--- src/rtl/serial_residue_pkg.sv ---
package serial_residue_pkg;

    // Residue states of the divisor-3 machine; the code equals the residue
    typedef enum logic [1:0] {
        M3_ZERO = 2'd0,
        M3_ONE  = 2'd1,
        M3_TWO  = 2'd2
    } mod3_state_e;

    // Residue states of the divisor-5 machine; the code equals the residue
    typedef enum logic [2:0] {
        M5_ZERO  = 3'd0,
        M5_ONE   = 3'd1,
        M5_TWO   = 3'd2,
        M5_THREE = 3'd3,
        M5_FOUR  = 3'd4
    } mod5_state_e;

    typedef struct packed {
        mod3_state_e state;
        logic        seen;
    } mod3_regs_t;

    typedef struct packed {
        mod5_state_e state;
        logic        seen;
    } mod5_regs_t;

endpackage

--- src/rtl/residue_moore.sv ---
module residue_moore
    import serial_residue_pkg::*;
#(
    parameter int REM_W = 3
) (
    input  logic             clk,
    input  logic             clear,
    input  logic             bit_valid,
    input  logic             bit_in,
    output logic [REM_W-1:0] rem_out,
    output logic             rem_valid
);

    mod3_regs_t regs_d, regs_q;

    always_comb begin
        regs_d = regs_q;
        if (clear) begin
            regs_d.state = M3_ZERO;
            regs_d.seen  = 1'b0;
        end else if (bit_valid) begin
            regs_d.seen = 1'b1;
            case (regs_q.state)
                M3_ZERO: regs_d.state = bit_in ? M3_ONE  : M3_ZERO;
                M3_ONE:  regs_d.state = bit_in ? M3_ZERO : M3_TWO;
                M3_TWO:  regs_d.state = bit_in ? M3_TWO  : M3_ONE;
                default: regs_d.state = M3_ZERO;
            endcase
        end
    end

    always_ff @(posedge clk) begin
        regs_q <= regs_d;
    end

    // Output decoded from the present state only
    always_comb begin
        case (regs_q.state)
            M3_ONE:  rem_out = REM_W'(1);
            M3_TWO:  rem_out = REM_W'(2);
            default: rem_out = REM_W'(0);
        endcase
        rem_valid = regs_q.seen;
    end


    moore_step_chk: assert property (@(posedge clk) disable iff (clear)
        (bit_valid && !clear) |=>
            (int'(rem_out) == (2 * int'($past(rem_out)) + int'($past(bit_in))) % 3));


    moore_range_chk: assert property (@(posedge clk) disable iff (clear)
        int'(rem_out) <= 2);


    moore_hold_chk: assert property (@(posedge clk) disable iff (clear)
        (!bit_valid && !clear) |=> ($stable(rem_out) && $stable(rem_valid)));


    moore_clear_chk: assert property (@(posedge clk)
        clear |=> (rem_out == '0 && !rem_valid));


    moore_valid_chk: assert property (@(posedge clk) disable iff (clear)
        (bit_valid && !clear) |=> rem_valid);

endmodule

--- src/rtl/residue_mealy.sv ---
module residue_mealy
    import serial_residue_pkg::*;
#(
    parameter int REM_W = 3
) (
    input  logic             clk,
    input  logic             clear,
    input  logic             bit_valid,
    input  logic             bit_in,
    output logic [REM_W-1:0] rem_out,
    output logic             rem_valid
);

    mod5_regs_t  regs_d, regs_q;
    mod5_state_e step;

    // Residue after appending bit_in to the stored residue
    always_comb begin
        case (regs_q.state)
            M5_ZERO:  step = bit_in ? M5_ONE   : M5_ZERO;
            M5_ONE:   step = bit_in ? M5_THREE : M5_TWO;
            M5_TWO:   step = bit_in ? M5_ZERO  : M5_FOUR;
            M5_THREE: step = bit_in ? M5_TWO   : M5_ONE;
            M5_FOUR:  step = bit_in ? M5_FOUR  : M5_THREE;
            default:  step = M5_ZERO;
        endcase
    end

    always_comb begin
        regs_d = regs_q;
        if (clear) begin
            regs_d.state = M5_ZERO;
            regs_d.seen  = 1'b0;
        end else if (bit_valid) begin
            regs_d.state = step;
            regs_d.seen  = 1'b1;
        end
    end

    always_ff @(posedge clk) begin
        regs_q <= regs_d;
    end

    // Output depends on the present state and the incoming bit
    always_comb begin
        if (clear) begin
            rem_out   = '0;
            rem_valid = 1'b0;
        end else if (bit_valid) begin
            rem_out   = REM_W'(step);
            rem_valid = 1'b1;
        end else begin
            rem_out   = REM_W'(regs_q.state);
            rem_valid = regs_q.seen;
        end
    end


    mealy_out_chk: assert property (@(posedge clk) disable iff (clear)
        (bit_valid && !clear) |->
            (int'(rem_out) == (2 * int'(regs_q.state) + int'(bit_in)) % 5));


    mealy_commit_chk: assert property (@(posedge clk) disable iff (clear)
        (bit_valid && !clear) |=> (int'(regs_q.state) == int'($past(rem_out))));


    mealy_hold_chk: assert property (@(posedge clk) disable iff (clear)
        (!bit_valid && !clear) |=> $stable(regs_q));


    mealy_clear_chk: assert property (@(posedge clk)
        clear |-> (rem_out == '0 && !rem_valid));


    mealy_prio_chk: assert property (@(posedge clk)
        clear |=> (regs_q.state == M5_ZERO && !regs_q.seen));

endmodule

--- src/rtl/serial_residue.sv ---
module serial_residue #(
    parameter int DIVISOR = 3,
    parameter int REM_W   = 3
) (
    input  logic             clk,
    input  logic             clear,
    input  logic             bit_valid,
    input  logic             bit_in,
    output logic [REM_W-1:0] rem_out,
    output logic             rem_valid
);

    generate
        if (DIVISOR == 5) begin : g_mealy
            residue_mealy #(.REM_W(REM_W)) u_core (
                .clk       (clk),
                .clear     (clear),
                .bit_valid (bit_valid),
                .bit_in    (bit_in),
                .rem_out   (rem_out),
                .rem_valid (rem_valid)
            );
        end else begin : g_moore
            residue_moore #(.REM_W(REM_W)) u_core (
                .clk       (clk),
                .clear     (clear),
                .bit_valid (bit_valid),
                .bit_in    (bit_in),
                .rem_out   (rem_out),
                .rem_valid (rem_valid)
            );
        end
    endgenerate

endmodule

--- config.mk ---
export PLATFORM = sky130hd
export DESIGN_NAME = serial_residue
export DESIGN_NICKNAME = d
export VERILOG_FILES = /design/src/rtl/serial_residue_pkg.sv /design/src/rtl/residue_moore.sv /design/src/rtl/residue_mealy.sv /design/src/rtl/serial_residue.sv
export SDC_FILE = /design/constraint.sdc
export NUM_CORES = 1
export LEC_CHECK = 0
export BUFFER_PORTS_ARGS = -buffer_cell sky130_fd_sc_hd__buf_2
export CAP_MARGIN = 20
export CORE_AREA = 2 2 39 41
export CTS_CLUSTER_SIZE = 28
export DETAILED_ROUTE_END_ITERATION = 8
export DIE_AREA = 0 0 41 43
export HOLD_SLACK_MARGIN = 0.03
export MAX_ROUTING_LAYER = met4
export SLEW_MARGIN = 25
export SYNTH_ARGS = -nofsm -noshare
export SYNTH_HDL_FRONTEND = slang
export SYNTH_HIERARCHICAL = 1
export SYNTH_SLANG_ARGS = --single-unit
export TNS_END_PERCENT = 10
--- constraint.sdc ---
create_clock -name clk -period 1.8 [get_ports clk]
set_input_delay 0.09 -clock clk [delete_from_list [all_inputs] [get_ports clk]]
set_output_delay 0.09 -clock clk [all_outputs]
set_load 0.005 [all_outputs]
==> flow_summary.ini <==
[run_status]
status = finished, final reports clean

[detailed_routing]
first_pass_iters = 1
viasPerCell = 3.09
wire_per_inst_um = 6.81
top_layer_used = met3
dr_wl_met2_um = 137
vias = 133
ant_nets = 0
drc = 0
met1Wirelength_um = 127
wl_met3_um = 27
drt_wl_total_um = 293
drtIter0Drc = 0

[sta]
finalSetupViolCount = 0
period_minus_slack_ps = 1000
whs_ps = 47.3
grt_setup_unrepaired = false
fin_setup_tns_ps = 0
maxSlewViolCount = 0
clock_skew_ps = 0.603
hold_violations = 0
final.period_utilization = 0.556
fmax_ghz = 0.999

[job]
drv_cap = 0

[setup_path]
cp.depth = 2
critPathMaxStageDelay_ps = 360
end_kind = output pin
path_max_fanout = 4
r2r_cells = 3
crit_slowest_cell = dfxtp_1
crit_arrival_ps = 910
required_ps = 1710
cp_cell_sequence = and2b_1 -> buf_2
critical_path_class = reg -> out
startpoint_type = flip-flop
cpLargestDelayFamily = flip-flops
path_buf_inv = 1

[logic_synthesis]
synth_area_leaders = dfxtp_1, nor2b_1, a21oi_1, xnor2_1, and2b_1
synthCells = 18
synth_seq_area_share = 0.417
synth_largest_area_cell = dfxtp_1
syn_area_sq_um = 144
ys_ff_latch = 3
ys_types = 13
synth_top_area_frac = 0.417
synth.avg_cell_area_sq_um = 7.99
yosysWarnings = 6
syn_nets = 22

[cts]
cts_num_sinks = 3
cts_tree = done
clk-insertion-delay-late_ps = 230
cts_hold_buf = 0
clkTransAtPathRegs_ps = 40
ctsHtreeMaxLevel = 1
cts_buffers = 3
cts_resized = 0
clk_path_buf_depth = 2
cts_root_buffer = clkbuf_4
post_cts_buffers = 0

[hold_path]
hp-class = in -> reg
min_path_cells = 2

[pwr]
p_per_area_nw_per_um2 = 973
switching_share = 0.211
p_seq_frac = 0.353
switchingPower_mw = 0.0436
ir_drop_mv = 0.137
leakagePower_nw = 0.0954
intPower_mw = 0.163
p_clk_frac = 0.558
comb_power_share = 0.089

[layout]
area_growth_pct = 47.8
final_util = 0.154
diodes = 0
fin_area_sq_um = 213
nFillCells = 165
drive_gt1_frac = 0.333
final_nets = 32

[global_route]
grt_first_pass_wirelength_um = 476
antenna_found_initial = 0
grt_max_degree = 6
grt_util_all_layers = 0.0462
grt-ovfl-total = 0
grt_pass1_vias = 133

[floorplanning]
start_util = 0.104
die_h_um = 43
ios = 8
core_area_sq_um = 1380
fp.dieArea_sq_um = 1760
num_rows = 14
dieWidth_um = 41

[placement]
dpl_cell_area_sq_um = 186
routabilityCongestion = 0.484
portBuffers = 6
[placed cells by master, fill, tap and decap left out, drive strengths merged]
| cell | netlist | layout |
|---|---|---|
| a21oi | 2 | 2 |
| and2b | 1 | 1 |
| buf | 1 | 6 |
| clkbuf | 0 | 4 |
| clkinv | 1 | 1 |
| conb | 1 | 1 |
| dfxtp | 3 | 3 |
| nand2 | 1 | 1 |
| nand3b | 1 | 1 |
| nor2 | 2 | 2 |
| nor2b | 2 | 2 |
| o21ai | 1 | 1 |
| or3 | 1 | 1 |
| xnor2 | 1 | 1 |
[registers in the layout, summed over array words and instances (netlist names)]
register,flops
g_moore.u_core/regs_q,2
g_moore.u_core/rem_valid,1
[synth_stat cells]
cell type and count:
or3_1 1, nand2_1 1, nor2_1 2, conb_1 1, dfxtp_1 3, buf_4 1
a21oi_1 2, and2b_1 1, o21ai_0 1, xnor2_1 1, nor2b_1 2, nand3b_1 1
clkinv_1 1
[path summary, 6_finish.rpt]
path / start / end / slack, ps
worst max-delay path: g_moore.u_core/regs_q[2] / rem_out[0] / 800
worst max register to register: g_moore.u_core/regs_q[2] / g_moore.u_core/regs_q[1] / 860
worst min register to register: g_moore.u_core/rem_valid / g_moore.u_core/rem_valid / 470
worst min-delay path: clear / g_moore.u_core/regs_q[1] / 50
[logic make-up after synthesis]
| family | Yosys count | synth area share |
|---|---|---|
| AND/OR/NAND/NOR | 8 | 0.313 |
| flip-flops | 3 | 0.417 |
| AO/OA/AOI/OAI | 3 | 0.104 |
| buffers and inverters | 2 | 0.0783 |
| other | 1 | 0.0261 |
| XOR/XNOR | 1 | 0.0609 |
[cell type report]
cell class	instances	area, sq um	share of cell area
clock buffer	4	26.3	0.124
inverter	1	3.75	0.0176
multi-input combinational	13	72.6	0.341
sequential	3	60.1	0.282
tap	16	20.0	0.0941
timing repair buffer	6	30.0	0.141
[power by group through the flow]
stage                     clock (mW)  sequential [mW]  combinational, mW
after detailed placement           0           0.0741             0.0189
after global placement             0           0.0739             0.0186
after CTS                      0.123           0.0731             0.0189
after floorplan                    0           0.0738             0.0110
final                          0.115           0.0730             0.0185
after global routing           0.127           0.0739             0.0215
[layer usage]
layer	global-route usage	up-vias
li1	-	74
met1	0.0385	55
met2	0.0563	4
met3	0.0471	0
met4	0.0400	0
met5	-	-
[stage by stage]
| stage | cells | total power, mW | worst slack (ps) |
|---|---|---|---|
| finish | 43 | 0.207 | 799 |
| global route | 43 | 0.223 | 736 |
| floorplan | 18 | 0.0848 | 899 |
| global placement | 39 | 0.0925 | 863 |
| detailed placement | 39 | 0.0929 | 864 |
| CTS | 43 | 0.216 | 788 |
Power figures use the tool's default switching activity.
